==> src/rtl/tri_vote_pkg.sv <==
package tri_vote_pkg;
  localparam int unsigned NUM_COPIES = 3;
  localparam int unsigned IDX_W = 2;

  function automatic int unsigned peer_idx(input int unsigned self_idx, input int unsigned step);
    return (self_idx + step) % NUM_COPIES;
  endfunction
endpackage

==> src/rtl/bit_majority.sv <==
module bit_majority #(
  parameter int unsigned WIDTH = 24
) (
  input  logic [WIDTH-1:0] in_x,
  input  logic [WIDTH-1:0] in_y,
  input  logic [WIDTH-1:0] in_z,
  output logic [WIDTH-1:0] voted
);
  for (genvar i = 0; i < WIDTH; i++) begin : g_bit
    assign voted[i] = (in_x[i] & in_y[i]) | (in_x[i] & in_z[i]) | (in_y[i] & in_z[i]);
  end
endmodule

==> src/rtl/minority_check.sv <==
module minority_check #(
  parameter int unsigned WIDTH = 24
) (
  input  logic [WIDTH-1:0] own,
  input  logic [WIDTH-1:0] peer_p,
  input  logic [WIDTH-1:0] peer_q,
  output logic [WIDTH-1:0] drive_en
);
  logic [WIDTH-1:0] odd_one;
  always_comb begin
    odd_one  = (own ^ peer_p) & (own ^ peer_q);
    drive_en = ~odd_one;
  end
endmodule

==> src/rtl/vote_slot.sv <==
module vote_slot #(
  parameter int unsigned WIDTH = 24,
  parameter int unsigned SELF  = 0
) (
  input  logic                                        clk,
  input  logic                                        rst_n,
  input  logic [tri_vote_pkg::NUM_COPIES-1:0][WIDTH-1:0] copies,
  output logic [WIDTH-1:0]                            data,
  output logic [WIDTH-1:0]                            oe,
  output logic                                        disagree
);
  import tri_vote_pkg::*;
  localparam int unsigned PEER_P = (SELF + 1) % NUM_COPIES;
  localparam int unsigned PEER_Q = (SELF + 2) % NUM_COPIES;

  bit_majority #(.WIDTH(WIDTH)) u_maj (
    .in_x (copies[0]),
    .in_y (copies[1]),
    .in_z (copies[2]),
    .voted(data)
  );

  minority_check #(.WIDTH(WIDTH)) u_min (
    .own     (copies[SELF]),
    .peer_p  (copies[PEER_P]),
    .peer_q  (copies[PEER_Q]),
    .drive_en(oe)
  );

  assign disagree = ~(&oe);

  // an enabled bit of this slot carries its own copy (majority agrees)
  a_r3_enabled_matches_own: assert property (@(posedge clk) disable iff (!rst_n)
    ((data ^ copies[SELF]) & oe) == '0);

  // a released bit is one where the own copy lost the vote
  a_r2_release_only_on_loss: assert property (@(posedge clk) disable iff (!rst_n)
    (~oe & ~(data ^ copies[SELF])) == '0);
endmodule

==> src/rtl/flag_stage.sv <==
module flag_stage #(
  parameter int unsigned N   = 3,
  parameter bit          REG = 1'b1
) (
  input  logic         clk,
  input  logic         rst_n,
  input  logic [N-1:0] flags_in,
  output logic [N-1:0] flags_out
);
  if (REG) begin : g_reg
    logic [N-1:0] held;
    always_ff @(posedge clk or negedge rst_n) begin
      if (!rst_n) held <= '0;
      else        held <= flags_in;
    end
    assign flags_out = held;
  end else begin : g_comb
    assign flags_out = flags_in;
  end
endmodule

==> src/rtl/tri_vote_out.sv <==
module tri_vote_out #(
  parameter int unsigned WIDTH    = 24,
  parameter bit          FLAG_REG = 1'b1
) (
  input  logic             clk,
  input  logic             rst_n,
  input  logic [WIDTH-1:0] copy_a,
  input  logic [WIDTH-1:0] copy_b,
  input  logic [WIDTH-1:0] copy_c,
  output logic [WIDTH-1:0] slot0_data,
  output logic [WIDTH-1:0] slot0_oe,
  output logic [WIDTH-1:0] slot1_data,
  output logic [WIDTH-1:0] slot1_oe,
  output logic [WIDTH-1:0] slot2_data,
  output logic [WIDTH-1:0] slot2_oe,
  output logic [2:0]       mismatch
);
  import tri_vote_pkg::*;

  logic [NUM_COPIES-1:0][WIDTH-1:0] copies;
  logic [NUM_COPIES-1:0][WIDTH-1:0] s_data;
  logic [NUM_COPIES-1:0][WIDTH-1:0] s_oe;
  logic [NUM_COPIES-1:0]            s_dis;

  assign copies[0] = copy_a;
  assign copies[1] = copy_b;
  assign copies[2] = copy_c;

  for (genvar k = 0; k < NUM_COPIES; k++) begin : g_slot
    vote_slot #(.WIDTH(WIDTH), .SELF(k)) u_slot (
      .clk     (clk),
      .rst_n   (rst_n),
      .copies  (copies),
      .data    (s_data[k]),
      .oe      (s_oe[k]),
      .disagree(s_dis[k])
    );
  end

  flag_stage #(.N(NUM_COPIES), .REG(FLAG_REG)) u_flags (
    .clk      (clk),
    .rst_n    (rst_n),
    .flags_in (s_dis),
    .flags_out(mismatch)
  );

  assign slot0_data = s_data[0];
  assign slot0_oe   = s_oe[0];
  assign slot1_data = s_data[1];
  assign slot1_oe   = s_oe[1];
  assign slot2_data = s_data[2];
  assign slot2_oe   = s_oe[2];

  // at least two drivers enabled at every bit
  a_r4_two_drivers: assert property (@(posedge clk) disable iff (!rst_n)
    ((s_oe[0] & s_oe[1]) | (s_oe[0] & s_oe[2]) | (s_oe[1] & s_oe[2])) == {WIDTH{1'b1}});

  // enabled drivers never contend
  a_r4_no_contention: assert property (@(posedge clk) disable iff (!rst_n)
    (((s_data[0] ^ s_data[1]) & s_oe[0] & s_oe[1]) |
     ((s_data[0] ^ s_data[2]) & s_oe[0] & s_oe[2]) |
     ((s_data[1] ^ s_data[2]) & s_oe[1] & s_oe[2])) == '0);

  // identical copies leave every flag clear
  if (FLAG_REG) begin : g_chk_reg
    a_r7_clean_no_flag: assert property (@(posedge clk) disable iff (!rst_n)
      (copy_a == copy_b && copy_b == copy_c) |=> (mismatch == 3'b000));
  end else begin : g_chk_comb
    a_r7_clean_no_flag: assert property (@(posedge clk) disable iff (!rst_n)
      (copy_a == copy_b && copy_b == copy_c) |-> (mismatch == 3'b000));
  end
endmodule

==> config.mk <==
export PLATFORM = sky130hd
export DESIGN_NAME = tri_vote_out
export DESIGN_NICKNAME = d
export VERILOG_FILES = /design/src/rtl/tri_vote_pkg.sv /design/src/rtl/bit_majority.sv /design/src/rtl/minority_check.sv /design/src/rtl/vote_slot.sv /design/src/rtl/flag_stage.sv /design/src/rtl/tri_vote_out.sv
export SDC_FILE = /design/constraint.sdc
export NUM_CORES = 1
export LEC_CHECK = 0
export ABC_AREA = 1
export BUFFER_PORTS_ARGS = -buffer_cell sky130_fd_sc_hd__buf_4
export CORE_AREA = 2 2 85 87
export DETAILED_ROUTE_END_ITERATION = 10
export DIE_AREA = 0 0 87 89
export PLACE_DENSITY = 0.7
export SLEW_MARGIN = 10
export SYNTH_ARGS = -nofsm -noshare
export SYNTH_HDL_FRONTEND = slang
export SYNTH_SLANG_ARGS = --single-unit
export TNS_END_PERCENT = 10
==> constraint.sdc <==
create_clock -name clk -period 1.4 [get_ports clk]
set_clock_uncertainty 0.1 [all_clocks]
set_input_delay 0.14 -clock clk [delete_from_list [all_inputs] [get_ports clk]]
set_output_delay 0.14 -clock clk [all_outputs]
set_load 0.1 [all_outputs]
# Word-level counts from Yosys, hierarchy flattened
# Index checks and enable logic that the tools add are counted.
[totals] regBits=3 output_inout_bits=147
[classes] n_bitwise=132 n_reduce_logical=3
[op_table] operator="bitwise AND 1 bit" count=72
[op_table] operator="bitwise AND 24 bit" count=3
[op_table] operator="NOT 24 bit" count=3
[op_table] operator="AND reduction 24 bit" count=3
[op_table] operator="bitwise XOR 24 bit" count=3
[op_table] operator="OR 1 bit" count=48
[op_table] operator="NOT 1 bit" count=3

# Logic depth before layout (Yosys ltp)
# Gate-level depths: netlist of run 1.
[logic_depth] depth_word=5 mapped_depth=7 mapped_depth_nobuf=7

# Cells and area by module
# From an unflattened synthesis of run 1, not the netlist that was laid out.
[hier_totals] hier_cells=924 hier_area_um2=3997.6
[by_module_without_submodules] mod="minority_check" n_inst=3 cells_per_inst=192 area_each_um2=720.7 seq_area_each_um2=0.0
[by_module_without_submodules] mod="bit_majority" n_inst=3 cells_per_inst=96 area_each_um2=510.5 seq_area_each_um2=0.0
[by_module_without_submodules] mod="vote_slot" n_inst=3 cells_per_inst=19 area_each_um2=76.3 seq_area_each_um2=0.0
[by_module_without_submodules] mod="flag_stage" n_inst=1 cells_per_inst=3 area_each_um2=75.1 seq_area_each_um2=75.1

# Worst setup path after synthesis of run 1
# No wires, ideal clock.
[synth_path] path_kind="input -> output" startpoint="input port copy_a[0]" endpoint="output port slot1_data[0]" t_arrival_ps=1502 slack_ps=-342 stages=3 n_path_buf=1 path_cell_list="ha_1 or3_1 buf_4"
[synth_via] elab_chain_cells=3 word_cells_on_any_way=4
[synth_rtl] item="from (decl)" line_no="tri_vote_out.sv:7" text="input logic [WIDTH-1:0] copy_a,"
[synth_rtl] item="bitwise AND 1 bit"
[synth_rtl] item="OR 1 bit * (2 in a row)"
[synth_rtl] item="to (decl)" line_no="tri_vote_out.sv:12" text="output logic [WIDTH-1:0] slot1_data,"
# Mark *: on every way between the ends. The rest lies on a longest branch, timed or not.

# Worst setup path after layout of run 1
[layout_path] startpoint="input port copy_a[7]" endpoint="output port slot0_data[7]"
[layout_via] elab_chain_cells=3 word_cells_on_any_way=4
[layout_rtl] item="bitwise AND 1 bit" line_no="bit_majority.sv:10" text="assign voted[i] = (in_x[i] & in_y[i]) | (in_x[i] & in_z[i]) | (in_y[i] & in_z[i]);"
[layout_rtl] item="OR 1 bit * (2 in a row)" line_no="bit_majority.sv:10"
[layout_rtl] item="to (decl)" line_no="tri_vote_out.sv:10" text="output logic [WIDTH-1:0] slot0_data,"
# Marked as above.

==> results.cfg, run 1 <==
[run_status]
status = finished with violations
failing_checks = setup timing

[sta]
max_freq_mhz = 691
fin_hold_ws_ps = 160
rsz_0062_raised_after_global_routing = true
worst_slack_ps = -47.9
timing_max_transition_violations_final = 0
timing.slew.headroom = 0.803
final.period_utilization = 1.03
setup_viol_count_final = 39
period_needed_ps = 1450
finalHoldViolations = 0
worstMarginPinSlew_ps = 297

[floorplan]
floorplan.initialDensity = 0.296
rows = 30
ioPinCount = 221
chipHeight_um = 89
die_w_um = 87
fp.dieArea_um2 = 7740
area_inside_the_core_boundary_um2 = 6720

[synth]
syn_area_per_cell_um2 = 7.21
syn-cell-area_um2 = 1990
synth_cell_types = 8
ys.warnings.count = 0
postSynthCellCount = 276
largest_area_contributor_in_the_synthesized_netlist = sky130_fd_sc_hd__ha_1
postSynthNetCount = 422
synth.yosys.seq_area_share = 0.0377
synth.area.top_cells = sky130_fd_sc_hd__ha_1 (45%), sky130_fd_sc_hd__nand2_1 (19%), sky130_fd_sc_hd__buf_4 (18%)
synth_top_area_frac = 0.453
synth_seq_cells = 3

[flow_run]
max_cap_violations = 0

[route]
drtIter0Drc = 39
vias = 2515
drt-pass1-iter-count = 4
antenna_left = 0
wl_per_cell_um = 14.3
vias_per_cell = 4.72
drt_wl_total_mm = 7.64
drc = 0

[clocking]
cts_setup_buffers = 0
clk_pin_slew_worst_paths_ps = 30
tritoncts = done
clock_tree.htree_level_count = 1
cts.root.buffer_cell = sky130_fd_sc_hd__clkbuf_8
cts_buffers = 3
cts_buffer_depth = 2
clkSinkCount = 3

[critical_path]
critPathArrivalTime_ps = 1210
cp-start-kind = primary input
critical_path_peak_fanout = 3
crit_chain = buf_4, ha_1, or3_2, buf_4
required_time_at_the_endpoint_of_the_critical_path_ps = 1160
setup.worst_path.class = primary input to primary output
path_buf_inv = 2
path_delay_family = simple AND/OR/NAND/NOR gates
cp-end-kind = primary output
crit_top_cell = sky130_fd_sc_hd__buf_4
worst_path_max_delay_cell = sky130_fd_sc_hd__or3_2
cp_slowest_stage_delay_ps = 520

[final_layout]
layout_common_cells = sky130_fd_sc_hd__buf_4 (180), sky130_fd_sc_hd__ha_1 (72), sky130_fd_sc_hd__nand2_2 (69)
instances_no_fill = 533
final_nets = 600
number_of_diodes = 0
synthToLayoutAreaGrowth_pct = 94.2
leading_cell_type_in_the_layout_fill_and_taps_excluded = sky130_fd_sc_hd__buf_4
layout-drive-gt1-share = 0.698
flip_flop_count_of_the_largest_register_after_layout = 3
design_area_um2 = 3870

[min_path]
worstHoldPathType = primary input to asynchronous set/reset pin

[placement]
post_dp_cell_area_um2 = 3600
dpl.cell_count = 528
place.detailed.hpwl_mm = 7.09
place_ws_ps = -56.0
port_buffers = 220
weighted_congestion_at_the_end_of_routability_driven_global_placement = 0.838

[global_route]
grt_start_max_net_pins = 4
first_global_vias = 2521
grt_remaining_overflow = 0
antenna_violations_before_repair = 0
grt_first_pass_wirelength_mm = 11.2
grt.total_usage = 0.184

[power]
power.density_nw_per_um2 = 1310
static-leakage-power_nw = 2.13
total_power_mw = 5.07
irDropWorstVdd_mv = 0.567
==> where the power goes <==
part	total (mW)	internal [mW]	switching, mW
Sequential	0.0877	0.0876	0.0000830
Clock	0.258	0.195	0.0637
Combinational	4.72	1.04	3.68
Total	5.07	1.33	3.74
==> synthesized netlist by cell type (all sizes together) <==
| library cell | count |
|---|---|
| nand2 | 105 |
| ha | 72 |
| buf | 48 |
| or3 | 24 |
| nor2 | 18 |
| nand4 | 6 |
| dfrtp | 3 |
==> per-stage QoR <==
| step | TNS, ps | utilization |
|---|---|---|
| 2_1_floorplan | -10160 | - |
| 3_3_place_gp | -1420 | 0.536 |
| 3_5_place_dp | -2090 | 0.536 |
| 4_1_cts | -1300 | 0.567 |
| 5_1_grt | -2020 | 0.575 |
| 6_report | -1050 | 0.575 |
==> worst max path at each step <==
stage | startpoint | to | slack, ps | cells after the start
after global placement | copy_a[15] | slot0_data[15] | -50 | 4
after floorplan | copy_a[14] | slot1_data[14] | -250 | 3
after detailed placement | copy_a[15] | slot1_data[15] | -60 | 4
after CTS | copy_a[23] | slot2_data[23] | -30 | 4
after global routing | copy_a[6] | slot0_data[6] | -60 | 4
final | copy_a[7] | slot0_data[7] | -50 | 4
==> cell families (layout without fill, tap and decap cells) <==
| kind of cell | count (synthesis) | in the layout | share of synthesized area |
|---|---|---|---|
| adder cells (fa/ha/maj) | 72 | 72 | 0.453 |
| buffers and inverters | 48 | 225 | 0.181 |
| flip-flops | 3 | 3 | 0.0377 |
| AND/OR/NAND/NOR | 153 | 153 | 0.329 |
==> timing repair <==
| action | CTS | global route |
|---|---|---|
| gates resized for setup | 42 | 14 |
| pin swaps | 0 | 0 |
| endpoints found under the hold margin | 3 | 0 |
| hold buffers | 1 | 0 |
| setup endpoints to repair | 57 | 48 |
==> routing by layer <==
metal / GRT usage / wire [um]
met5: 0 / 0
met3: 0.0416 / 632
met1: 0.184 / 2550
met4: 0.0270 / 69
met2: 0.387 / 4380
==> area by class of cell <==
cell class	count	area (um^2)
fill	625	2850
timing repair buffer	221	1860
multi-input combinational	225	1790
tap	80	100
sequential	3	75.1
clock buffer	4	45.0
No activity file was read; power rests on OpenSTA's default activity.
==> inputs of run 2 (changes only) <==
- PLACE_DENSITY: 0.7 -> 0.71
==> run 2 against run 1 <==
- the flow still finishes with violations (setup timing)
- utilization down 0.26 points
- critical path type unchanged
- non-clock buffer count unchanged
- count of clock-buffer cells in the layout unchanged
==> results.cfg, run 2 (same netlist as run 1, synthesis figures left out) <==
[global_route]
grt.total_usage = 0.175
grt_first_pass_wirelength_mm = 10.8
grt_start_max_net_pins = 4
grt_remaining_overflow = 0
first_global_vias = 2504
antenna_violations_before_repair = 0

[floorplan]
ioPinCount = 221
fp.dieArea_um2 = 7740
area_inside_the_core_boundary_um2 = 6720
rows = 30
die_w_um = 87
floorplan.initialDensity = 0.296
chipHeight_um = 89

[sta]
timing.setup.tns_ps = -1360
max_freq_mhz = 688
worstMarginPinSlew_ps = 297
setup_viol_count_final = 42
period_needed_ps = 1450
timing_max_transition_violations_final = 0
final.period_utilization = 1.04
finalHoldViolations = 0
rsz_0062_raised_after_global_routing = true
worst_slack_ps = -52.8
timing.slew.headroom = 0.803

[clocking]
tritoncts = done
cts_buffer_depth = 2
clk_pin_slew_worst_paths_ps = 30
cts.root.buffer_cell = sky130_fd_sc_hd__clkbuf_8
clkSinkCount = 3
cts_setup_buffers = 0
cts_buffers = 3
clock_tree.htree_level_count = 1

[critical_path]
required_time_at_the_endpoint_of_the_critical_path_ps = 1160
crit_chain = buf_4, ha_1, or3_2, buf_4
cp_slowest_stage_delay_ps = 520
crit_top_cell = sky130_fd_sc_hd__buf_4
worst_path_max_delay_cell = sky130_fd_sc_hd__or3_2
critPathArrivalTime_ps = 1210
cp-start-kind = primary input
critical_path_peak_fanout = 3
cp-startpoint = copy_a[7]
cp-end-kind = primary output
setup.worst_path.class = primary input to primary output

[final_layout]
final_nets = 600
flip_flop_count_of_the_largest_register_after_layout = 3
leading_cell_type_in_the_layout_fill_and_taps_excluded = sky130_fd_sc_hd__buf_4
layout-drive-gt1-share = 0.698
instances_no_fill = 533
fin_util = 0.573
number_of_diodes = 0
layout_common_cells = sky130_fd_sc_hd__buf_4 (180), sky130_fd_sc_hd__ha_1 (72), sky130_fd_sc_hd__nand2_2 (69)
synthToLayoutAreaGrowth_pct = 93.3

[route]
vias = 2482
wl_per_cell_um = 14.0
drc = 0
drt-pass1-iter-count = 4
drt_wl_total_mm = 7.47
drtIter0Drc = 24
vias_per_cell = 4.66
antenna_left = 0

[power]
power.density_nw_per_um2 = 1310
static-leakage-power_nw = 2.12
irDropWorstVdd_mv = 0.532

[placement]
weighted_congestion_at_the_end_of_routability_driven_global_placement = 0.832
dpl.cell_count = 528
port_buffers = 220
place.detailed.hpwl_mm = 6.95
place_ws_ps = -64.8

[run_status]
status = finished with violations
failing_checks = setup timing

[flow_run]
max_cap_violations = 0

[min_path]
worstHoldPathType = primary input to asynchronous set/reset pin
==> run 2: cell counts in the layout (fill, tap and decap cells not counted) <==
Identical to the previous run, type by type.
==> run 2: path summary, 6_finish.rpt <==
kind | end | depth (start not counted) | slack, ps
max in group asynchronous | u_flags.flags_out[1] | 2 | 940
worst max-delay path | slot1_data[7] | 4 | -50
worst min-delay path | u_flags.flags_out[2] | 2 | 170
min in group clk | u_flags.flags_out[0] | 6 | 330
==> run 2: final cells by class <==
| cell class | instances | area (um^2) |
|---|---|---|
| tap | 80 | 100 |
| clock buffer | 4 | 45.0 |
| fill | 626 | 2870 |
| multi-input combinational | 225 | 1790 |
| sequential | 3 | 75.1 |
| timing repair buffer | 221 | 1840 |
==> run 2: worst max-delay path: cells and delay by family <==
kind | cells | cell delay, ps
buf+inv | 2 | 380
simple gates | 1 | 520
fa+ha+maj | 1 | 180
==> run 2: power breakdown <==
part	switching, mW	internal, mW
registers	0.0000698	0.0876
clock network	0.0579	0.194
logic	3.67	1.03
total	3.73	1.31
==> run 2: what timing repair did <==
action                                  in CTS  in global routing
endpoints found under the setup margin      57                 51
hold buffers                                 1                  0
endpoints found under the hold margin        3                  0
gates resized for setup                     30                 22
==> run 2: metrics by stage <==
step                      hold slack, ps  total power, mW  instance area [um^2]
after CTS                            179             5.02                  3770
final                                166             5.04                  3850
after global routing                 190             5.22                  3850
after global placement              -169             4.67                  3600
after detailed placement            -169             4.69                  3600
after floorplan                     -256             3.90                  2210
==> run 2: layer usage <==
layer,global-route usage,part of all wire,up-vias
met5,0,0,-
met4,0.0270,0.013,0
met3,0.0351,0.075,8
met2,0.365,0.56,117
met1,0.178,0.35,1099
li1,-,-,1258
==> inputs of run 3 (changes only) <==
- GPL_TIMING_DRIVEN: unset -> 1
- PLACE_DENSITY: 0.71 -> 0.73
- clock period: 1.4 -> 1.2 ns (I/O delays scaled with it)
==> run 3 against run 2 <==
- the flow still finishes with violations (setup timing)
- global-route usage up 10 points
- utilization grew 34 points
- sequential power is 16% higher
- critical path type unchanged
- highest routed layer unchanged
==> results.cfg, run 3 (same netlist as run 1, synthesis figures left out) <==
[floorplan]
fp.dieArea_um2 = 7740
area_inside_the_core_boundary_um2 = 6720
chipHeight_um = 89
ioPinCount = 221
die_w_um = 87
floorplan.initialDensity = 0.296
rows = 30

[clocking]
cts_buffers = 3
clkSinkCount = 3
clock_tree.htree_level_count = 1
cts_setup_buffers = 0
cts_buffer_depth = 2
tritoncts = done
clk_pin_slew_worst_paths_ps = 30
cts.root.buffer_cell = sky130_fd_sc_hd__clkbuf_8

[sta]
max_freq_mhz = 809
timing_max_transition_violations_final = 0
timing.slew.headroom = 0.793
worst_slack_ps = -36.7
period_needed_ps = 1240
timing.setup.tns_ps = -1440
worstMarginPinSlew_ps = 313
setup_viol_count_final = 73
finalHoldViolations = 0
final.period_utilization = 1.03
fin_hold_ws_ps = 151
rsz_0062_raised_after_global_routing = true

[critical_path]
cp-start-kind = primary input
cp-end-kind = primary output
critPathArrivalTime_ps = 1020
critical_path_peak_fanout = 3
required_time_at_the_endpoint_of_the_critical_path_ps = 980
setup.worst_path.class = primary input to primary output

[final_layout]
number_of_diodes = 0
fin_util = 0.915
layout_common_cells = sky130_fd_sc_hd__buf_4 (84), sky130_fd_sc_hd__nand2_4 (72), sky130_fd_sc_hd__buf_12 (64)
layout-drive-gt1-share = 0.864
flip_flop_count_of_the_largest_register_after_layout = 3
design_area_um2 = 6140
synthToLayoutAreaGrowth_pct = 209
final_nets = 618
leading_cell_type_in_the_layout_fill_and_taps_excluded = sky130_fd_sc_hd__buf_4
number_of_filler_cells_placed_in_the_layout = 245
instances_no_fill = 551

[route]
drc = 0
drt-pass1-iter-count = 4
vias_per_cell = 5.25
antenna_left = 0
wl_per_cell_um = 22.5
vias = 2893
drtIter0Drc = 49
drt_wl_total_mm = 12.4

[power]
power.share.combinational = 0.948
power.density_nw_per_um2 = 1220
power.share.sequential = 0.014
p_sw_mw = 4.92
power_switching_share = 0.655
irDropWorstVdd_mv = 0.841
clkPwrFrac = 0.038
internal-power_mw = 2.60
total_power_mw = 7.52
static-leakage-power_nw = 2.92

[global_route]
grt_first_pass_wirelength_mm = 16.5
grt.total_usage = 0.277
grt_remaining_overflow = 0
grt_start_max_net_pins = 4
antenna_violations_before_repair = 0
first_global_vias = 3138

[placement]
weighted_congestion_at_the_end_of_routability_driven_global_placement = 0.809
place_ws_ps = -174
port_buffers = 220
dpl.cell_count = 546
post_dp_cell_area_um2 = 4450
place.detailed.hpwl_mm = 7.66

[flow_run]
max_cap_violations = 0

[min_path]
worstHoldPathType = primary input to asynchronous set/reset pin

[run_status]
status = finished with violations
failing_checks = setup timing
-- run 3: cell count changes in the layout (fill, tap and decap cells not counted), moves of 28 or more --
cell                      change
sky130_fd_sc_hd__ha_1        -69
sky130_fd_sc_hd__nand2_2     -69
sky130_fd_sc_hd__buf_6       +28
sky130_fd_sc_hd__buf_12      +64
sky130_fd_sc_hd__ha_4        +49
sky130_fd_sc_hd__nand2_4     +72
sky130_fd_sc_hd__buf_4       -96
-- run 3: power by group through the flow --
stage          clock (mW)  combinational [mW]  sequential [mW]
2_1_floorplan           0                4.99            0.106
3_3_place_gp            0                5.91            0.103
3_5_place_dp            0                5.97            0.103
4_1_cts             0.298                6.82            0.102
5_1_grt             0.298                7.29            0.102
6_report            0.289                7.12            0.102
-- run 3: final timing paths --
check / to / slack (ps) / depth (start not counted) / startpoint
min in group clk: u_flags.flags_out[1] / 290 / 6 / copy_b[22]
setup / recovery: slot0_data[11] / -40 / 4 / copy_a[11]
hold / removal: u_flags.flags_out[2] / 150 / 2 / rst_n
max in group asynchronous: u_flags.flags_out[1] / 750 / 2 / rst_n
-- run 3: worst max-delay path, cell delays in order --
cell and delay, ps:
sky130_fd_sc_hd__buf_4 130, sky130_fd_sc_hd__ha_4 150, sky130_fd_sc_hd__or3_4 410, sky130_fd_sc_hd__buf_6 200
-- run 3: area by class of cell --
cell class                      count  area (um^2)  area share
Tap cell                           80          100      0.0163
Clock buffer                        4         45.0     0.00733
Multi-Input combinational cell    225         2880       0.468
Timing Repair Buffer              239         3050       0.496
Sequential cell                     3         75.1      0.0122
-- run 3: what timing repair did --
item	in CTS	in global routing
endpoints found under the setup margin	122	103
resized for setup	322	65
pin swaps	31	17
hold buffers	1	0
gates cloned	0	0
hold endpoints to repair	3	0
-- run 3: per-layer routing --
layer / routed length (um) / track usage
met4: 444 / 0.0994
met3: 918 / 0.0665
met1: 3920 / 0.249
met2: 7100 / 0.586
met5: 0 / 0
